`config.mk`:
```
export PLATFORM = sky130hd
export DESIGN_NAME = pwm_shared_gen
export DESIGN_NICKNAME = d
export VERILOG_FILES = /design/src/rtl/pwm_shared_pkg.sv /design/src/rtl/pwm_timebase.sv /design/src/rtl/pwm_channel.sv /design/src/rtl/pwm_shared_gen.sv
export SDC_FILE = /design/constraint.sdc
export NUM_CORES = 1
export LEC_CHECK = 0
export BUFFER_PORTS_ARGS = -buffer_cell sky130_fd_sc_hd__buf_2
export CAP_MARGIN = 20
export CORE_AREA = 2 2 187 152
export DETAILED_ROUTE_END_ITERATION = 8
export DIE_AREA = 0 0 189 154
export GPL_TIMING_DRIVEN = 0
export PLACE_DENSITY = 0.64
export SLEW_MARGIN = 25
export SYNTH_ARGS = -nofsm -noshare
export SYNTH_HDL_FRONTEND = slang
export SYNTH_HIERARCHICAL = 1
export SYNTH_SLANG_ARGS = --single-unit
```
`constraint.sdc`:
```
create_clock -name clk -period 11.96 [get_ports clk]
set_input_delay 0 -clock clk [delete_from_list [all_inputs] [get_ports clk]]
set_output_delay 0 -clock clk [all_outputs]
set_load 0.02 [all_outputs]
```
`src/rtl/pwm_shared_pkg.sv`:
```
package pwm_shared_pkg;
  localparam int ADDR_W = 4;

  // Register addresses
  localparam logic [ADDR_W-1:0] A_PSC   = 4'd0;
  localparam logic [ADDR_W-1:0] A_ARR   = 4'd1;
  localparam logic [ADDR_W-1:0] A_CMP0  = 4'd2;
  localparam logic [ADDR_W-1:0] A_CHCTL = 4'd6;
  localparam logic [ADDR_W-1:0] A_GLOB  = 4'd7;
  localparam logic [ADDR_W-1:0] A_UG    = 4'd8;

  // Global control bit positions
  localparam int GB_CEN   = 0;
  localparam int GB_ARPE  = 1;
  localparam int GB_MOE   = 2;
  localparam int GB_OCPE0 = 3;

  // Per-channel field stride in the channel control word
  localparam int CH_STRIDE = 4;

  typedef struct packed {
    logic npol;
    logic nen;
    logic pol;
    logic en;
  } chan_cfg_t;
endpackage

```
`src/rtl/pwm_timebase.sv`:
```
module pwm_timebase #(
  parameter int CNT_W = 16,
  parameter int PSC_W = 16
) (
  input  logic             clk,
  input  logic             rst_n,
  input  logic             cen,
  input  logic             arpe,
  input  logic             ug,
  input  logic             psc_wr,
  input  logic             arr_wr,
  input  logic [PSC_W-1:0] psc_wdata,
  input  logic [CNT_W-1:0] arr_wdata,
  output logic [CNT_W-1:0] cnt_o,
  output logic             ue_o
);
  logic [PSC_W-1:0] div_q, div_d, psc_pre_q, psc_pre_d, psc_act_q;
  logic [CNT_W-1:0] cnt_q, cnt_d, arr_pre_q, arr_pre_d, arr_act_q;
  logic tick, wrap, ue, div_en, cnt_en, arr_act_en;

  always_comb begin
    tick       = cen && (div_q == psc_act_q);
    wrap       = tick && (cnt_q == arr_act_q);
    ue         = wrap || ug;
    div_en     = cen || ug;
    cnt_en     = tick || ug;
    div_d      = (ug || tick) ? '0 : div_q + 1'b1;
    cnt_d      = ue ? '0 : cnt_q + 1'b1;
    psc_pre_d  = psc_wr ? psc_wdata : psc_pre_q;
    arr_pre_d  = arr_wr ? arr_wdata : arr_pre_q;
    arr_act_en = (arr_wr && !arpe) || ue;
  end

  always_ff @(posedge clk or negedge rst_n) begin
    if (!rst_n)      div_q <= '0;
    else if (div_en) div_q <= div_d;
  end

  always_ff @(posedge clk or negedge rst_n) begin
    if (!rst_n)      cnt_q <= '0;
    else if (cnt_en) cnt_q <= cnt_d;
  end

  always_ff @(posedge clk or negedge rst_n) begin
    if (!rst_n) begin
      psc_pre_q <= '0;
      arr_pre_q <= '1;
    end else begin
      psc_pre_q <= psc_pre_d;
      arr_pre_q <= arr_pre_d;
    end
  end

  always_ff @(posedge clk or negedge rst_n) begin
    if (!rst_n)  psc_act_q <= '0;
    else if (ue) psc_act_q <= psc_pre_d;
  end

  always_ff @(posedge clk or negedge rst_n) begin
    if (!rst_n)          arr_act_q <= '1;
    else if (arr_act_en) arr_act_q <= arr_pre_d;
  end

  assign cnt_o = cnt_q;
  assign ue_o  = ue;
endmodule

```
`src/rtl/pwm_channel.sv`:
```
module pwm_channel
  import pwm_shared_pkg::*;
#(
  parameter int CNT_W = 16
) (
  input  logic             clk,
  input  logic             rst_n,
  input  logic [CNT_W-1:0] cnt,
  input  logic             ue,
  input  logic             cmp_wr,
  input  logic [CNT_W-1:0] cmp_wdata,
  input  logic             ocpe,
  input  chan_cfg_t        cfg,
  input  logic             out_on,
  output logic             pwm_o,
  output logic             pwmn_o
);
  logic [CNT_W-1:0] ccr_pre_q, ccr_pre_d, ccr_act_q;
  logic ccr_act_en, ref_lvl, main_d, comp_d, main_q, comp_q;

  always_comb begin
    ccr_pre_d  = cmp_wr ? cmp_wdata : ccr_pre_q;
    ccr_act_en = (cmp_wr && !ocpe) || ue;
    ref_lvl    = (cnt < ccr_act_q);
    main_d     = (cfg.en  && out_on) ? (ref_lvl ^ cfg.pol)   : cfg.pol;
    comp_d     = (cfg.nen && out_on) ? (!ref_lvl ^ cfg.npol) : cfg.npol;
  end

  always_ff @(posedge clk or negedge rst_n) begin
    if (!rst_n) ccr_pre_q <= '0;
    else        ccr_pre_q <= ccr_pre_d;
  end

  always_ff @(posedge clk or negedge rst_n) begin
    if (!rst_n)          ccr_act_q <= '0;
    else if (ccr_act_en) ccr_act_q <= ccr_pre_d;
  end

  always_ff @(posedge clk or negedge rst_n) begin
    if (!rst_n) begin
      main_q <= 1'b0;
      comp_q <= 1'b0;
    end else begin
      main_q <= main_d;
      comp_q <= comp_d;
    end
  end

  assign pwm_o  = main_q;
  assign pwmn_o = comp_q;
endmodule

```
`src/rtl/pwm_shared_gen.sv`:
```
module pwm_shared_gen
  import pwm_shared_pkg::*;
#(
  parameter int NUM_CH = 4,
  parameter int CNT_W  = 16,
  parameter int PSC_W  = 16,
  parameter int DATA_W = 16
) (
  input  logic              clk,
  input  logic              rst_n,
  input  logic              wr_en,
  input  logic [ADDR_W-1:0] wr_addr,
  input  logic [DATA_W-1:0] wr_data,
  input  logic              kill_i,
  output logic [NUM_CH-1:0] pwm_o,
  output logic [NUM_CH-1:0] pwmn_o
);
  localparam int CTL_W  = NUM_CH * CH_STRIDE;
  localparam int GLOB_W = GB_OCPE0 + NUM_CH;

  logic [1:0]        rst_pipe;
  logic              rst_int_n;
  logic [CTL_W-1:0]  chctl_q, chctl_d;
  logic [GLOB_W-1:0] glob_q, glob_d;
  logic              chctl_wr, glob_wr, psc_wr, arr_wr, ug;
  logic              moe, cen, arpe, out_on, ue;
  logic [CNT_W-1:0]  cnt;

  // Reset: asserted asynchronously, released on the clock
  always_ff @(posedge clk or negedge rst_n) begin
    if (!rst_n) rst_pipe <= '0;
    else        rst_pipe <= {rst_pipe[0], 1'b1};
  end
  assign rst_int_n = rst_pipe[1];

  always_comb begin
    psc_wr   = wr_en && (wr_addr == A_PSC);
    arr_wr   = wr_en && (wr_addr == A_ARR);
    chctl_wr = wr_en && (wr_addr == A_CHCTL);
    glob_wr  = wr_en && (wr_addr == A_GLOB);
    ug       = wr_en && (wr_addr == A_UG);
    chctl_d  = chctl_wr ? wr_data[CTL_W-1:0] : chctl_q;
    glob_d   = glob_wr ? wr_data[GLOB_W-1:0] : glob_q;
    if (kill_i) glob_d[GB_MOE] = 1'b0;
    moe      = glob_q[GB_MOE];
    cen      = glob_q[GB_CEN];
    arpe     = glob_q[GB_ARPE];
    out_on   = moe && !kill_i;
  end

  always_ff @(posedge clk or negedge rst_int_n) begin
    if (!rst_int_n) begin
      chctl_q <= '0;
      glob_q  <= '0;
    end else begin
      chctl_q <= chctl_d;
      glob_q  <= glob_d;
    end
  end

  pwm_timebase #(.CNT_W(CNT_W), .PSC_W(PSC_W)) u_timebase (
    .clk       (clk),
    .rst_n     (rst_int_n),
    .cen       (cen),
    .arpe      (arpe),
    .ug        (ug),
    .psc_wr    (psc_wr),
    .arr_wr    (arr_wr),
    .psc_wdata (wr_data[PSC_W-1:0]),
    .arr_wdata (wr_data[CNT_W-1:0]),
    .cnt_o     (cnt),
    .ue_o      (ue)
  );

  for (genvar g = 0; g < NUM_CH; g++) begin : g_ch
    localparam logic [ADDR_W-1:0] CMP_ADDR = A_CMP0 + ADDR_W'(g);
    pwm_channel #(.CNT_W(CNT_W)) u_channel (
      .clk       (clk),
      .rst_n     (rst_int_n),
      .cnt       (cnt),
      .ue        (ue),
      .cmp_wr    (wr_en && (wr_addr == CMP_ADDR)),
      .cmp_wdata (wr_data[CNT_W-1:0]),
      .ocpe      (glob_q[GB_OCPE0+g]),
      .cfg       (chan_cfg_t'(chctl_q[g*CH_STRIDE +: CH_STRIDE])),
      .out_on    (out_on),
      .pwm_o     (pwm_o[g]),
      .pwmn_o    (pwmn_o[g])
    );
  end
endmodule

```
==> flow_metrics.tcl <==
set metrics [dict create \
    status "complete, no violations" \
    grt_util_all_layers_pct 20.6 \
    worstPathCellList "xnor2_1 -> nand4_1 -> nor4_4 -> a31o_4 -> buf_6 -> buf_6 -> buf_4 -> a21oi_1 -> clkbuf_1 -> nor2_1 -> a21oi_1" \
    antenna_found_initial 3 \
    place_area_mm2 0.0129 \
    ys.warnings.count 6 \
    die_width_um 189 \
    yosys.area_share.adder_pct 6.40 \
    cts.repair.resized 0 \
    critPathKind "flop to flop" \
    final-setup-viol-count 0 \
    cts_hold_buffers 19 \
    cts.sinks 257 \
    worstPathArrival_ns 3.63 \
    clock_path_buffers 3 \
    hpwlAfterDp_um 19200 \
    fin_util_pct 51.3 \
    post-route-cell-area_mm2 0.0139 \
    vdd_ir_drop_max_v 0.000115 \
    critPathLaunchType "flop" \
    cts.clk_slew.worst_paths_ns 0.06 \
    synth_top_area_share_pct 46.4 \
    drive_above_1_share_pct 26.8 \
    synth_compound_area_share_pct 8.03 \
    power_leakage_nw 6.52 \
    ys_types 56 \
    fin_setup_tns_ns 0 \
    grt_pass1_vias 7975 \
    netlist_instances 1027 \
    die-area_mm2 0.0291 \
    synth_mux_area_share_pct 15.1 \
    nNetsFinal 1194 \
    fill_cells 2397 \
    cts_tree "done" \
    endpoint_kind "flop" \
    root_buffer "clkbuf_16" \
    synthesis.area_mm2 0.0121 \
    period_share_pct 27.0 \
    synth_seq_cells 257 \
    synth_top_family_by_area "multiplexers" \
    start_util_pct 44.8 \
    finalHoldViolCount 0 \
    slew_headroom_pct 46.8 \
    grt_max_degree 51 \
    synth_fp_nets 1113 \
    vias_per_cell 5.35 \
    antenna_cells 0 \
    drt_iter0_drc 544 \
    synth_enable_flop_cells 0 \
    num_rows 54 \
    crit_family "buffers and inverters" \
    async_reset_ff_share_pct 100 \
    yosysSeqAreaShare_pct 53.4 \
    vias 7977 \
    clock_skew_ns 0.0108 \
    io_pins 32 \
    avgSynthCellArea_um2 11.8 \
    required_ns 12.36 \
    grt_pass1_wl_um 45900 \
    worstHoldPathType "primary input to flop" \
    cts_buffers 26 \
    worstMarginPinSlew_ns 0.793 \
    yosys.area_share.simple_pct 9.07 \
    overflow 0 \
    synth_most_common_cell "dfrtp_1" \
    synth_commonest_cells "dfrtp_1, mux2_2, a21oi_1" \
    cp_slowest_cell "dfrtp_1" \
    drtAntennaViolNets 0 \
    cp.buffers_inverters 4 \
    synth-xor-area-share_pct 4.03 \
    drc 0 \
    slew_violations 0 \
    max_freq_ghz 0.310 \
    avgRoutedWirePerCell_um 19.5 \
    firstDrtPassIters 5 \
    postCtsSetupRepairBufs 0 \
    wl_um 29100 \
    die_y_um 154 \
    synthFlopType "dfrtp_1" \
    worstPathMaxFanout 13 \
    rsz0062_at_grt "no" \
    holdWs_ns 0.0173 \
    insertion_delay_ns 0.54 \
    dp_cells 1425 \
    maxCapViolations 0 \
    io_buffer_count 29 \
    core_mm2 0.0271 \
    final_cells 1491 \
    fin_crit_ns 3.23 \
    cts_htree_levels 1 \
    slowest_delay_ns 0.73 \
    place_congestion 0.801 \
    power.density_mw_per_mm2 186 \
    yosys-top-cells-area "dfrtp_1, mux2_2, dfstp_2" \
    synth_top_cell_by_area "dfrtp_1" \
    synthToLayoutAreaGrowth_pct 14.7 \
]
metal layers:
layer / wire length, um / global-route usage [%] / vias up / share of wire [%]
met5: 0 / 0 / - / 0
met4: 724 / 4.99 / 0 / 2.5
met3: 1850 / 4.31 / 53 / 6.3
met2: 12500 / 30.5 / 191 / 43
met1: 14000 / 30.8 / 4012 / 48
li1: - / - / 3721 / -
report_power, final:
group / switching (mW) / leakage (nW) / internal (mW)
sequential: 0.122 / 3.09 / 1.10
clock: 0.335 / 0.421 / 0.477
combinational: 0.275 / 3.01 / 0.270
cell type report:
class | count | area [um2] | share of cell area [%]
sequential | 257 | 6470 | 46.6
multi-input combinational | 661 | 5180 | 37.3
clock buffer | 41 | 798 | 5.74
timing repair buffer | 53 | 458 | 3.29
tap | 364 | 455 | 3.28
inverter | 71 | 267 | 1.92
buffer | 38 | 215 | 1.55
clock inverter | 6 | 57.6 | 0.414
cell families (layout without fill, tap and decap cells):
kind of cell	after synthesis	count (layout)
other cells	1	1
compound gates	165	165
fa+ha+maj	62	62
flops	257	257
mux	156	156
simple gates	222	222
buf+inv	109	209
xor+xnor	55	55
worst reg2reg max path: cells and delay by family, from the launching register on:
kind | cells | cell delay [ns]
compound gates | 3 | 0.44
xor+xnor | 1 | 0.19
buf+inv | 4 | 0.86
flops | 1 | 0.73
simple gates | 3 | 0.86
layout by cell type (no fill, tap or decap), types with 32 or more instances in the layout:
| master | n |
|---|---|
| dfrtp_1 | 224 |
| buf_2 | 45 |
| mux2_2 | 132 |
| a21oi_1 | 104 |
| inv_1 | 71 |
| dfstp_2 | 32 |
| nand2_1 | 44 |
| ha_1 | 62 |
| nor2_1 | 98 |
final timing paths:
kind | slack, ns | cells past startpoint | end | start
max | 8.74 | 11 | g_ch[3].u_channel/ccr_act_q[7] | u_timebase/cnt_o[8]
min | 0.02 | 3 | chctl_q[0] | wr_addr[0]
max reg2reg | 8.74 | 11 | g_ch[3].u_channel/ccr_act_q[7] | u_timebase/cnt_o[8]
min reg2reg | 0.35 | 0 | rst_pipe[1] | rst_pipe[0]
max in group asynchronous | 10.62 | 2 | chctl_q[7] | rst_pipe[1]
min in group asynchronous | 0.31 | 3 | rst_pipe[1] | rst_n
registers in the layout, summed over array words and instances (netlist names):
| name | flops |
|---|---|
| g_ch.u_channel/ccr_act_q | 64 |
| g_ch.u_channel/ccr_pre_q | 64 |
| chctl_q | 16 |
| u_timebase/arr_act_q | 16 |
| u_timebase/arr_pre_q | 16 |
| u_timebase/cnt_o | 16 |
| u_timebase/div_q | 16 |
| u_timebase/psc_act_q | 16 |
| u_timebase/psc_pre_q | 16 |
| glob_q | 7 |
| g_ch.u_channel/pwm_o | 4 |
| g_ch.u_channel/pwmn_o | 4 |
| rst_pipe | 2 |
through the flow:
stage / setup slack [ns] / total power, mW
6_report: 8.74 / 2.58
5_1_grt: 8.53 / 2.74
4_1_cts: 8.73 / 2.61
3_5_place_dp: 8.75 / 1.78
3_3_place_gp: 1.33 / 1.75
2_1_floorplan: 4.32 / 1.63
(Power assumes the default switching activity.)
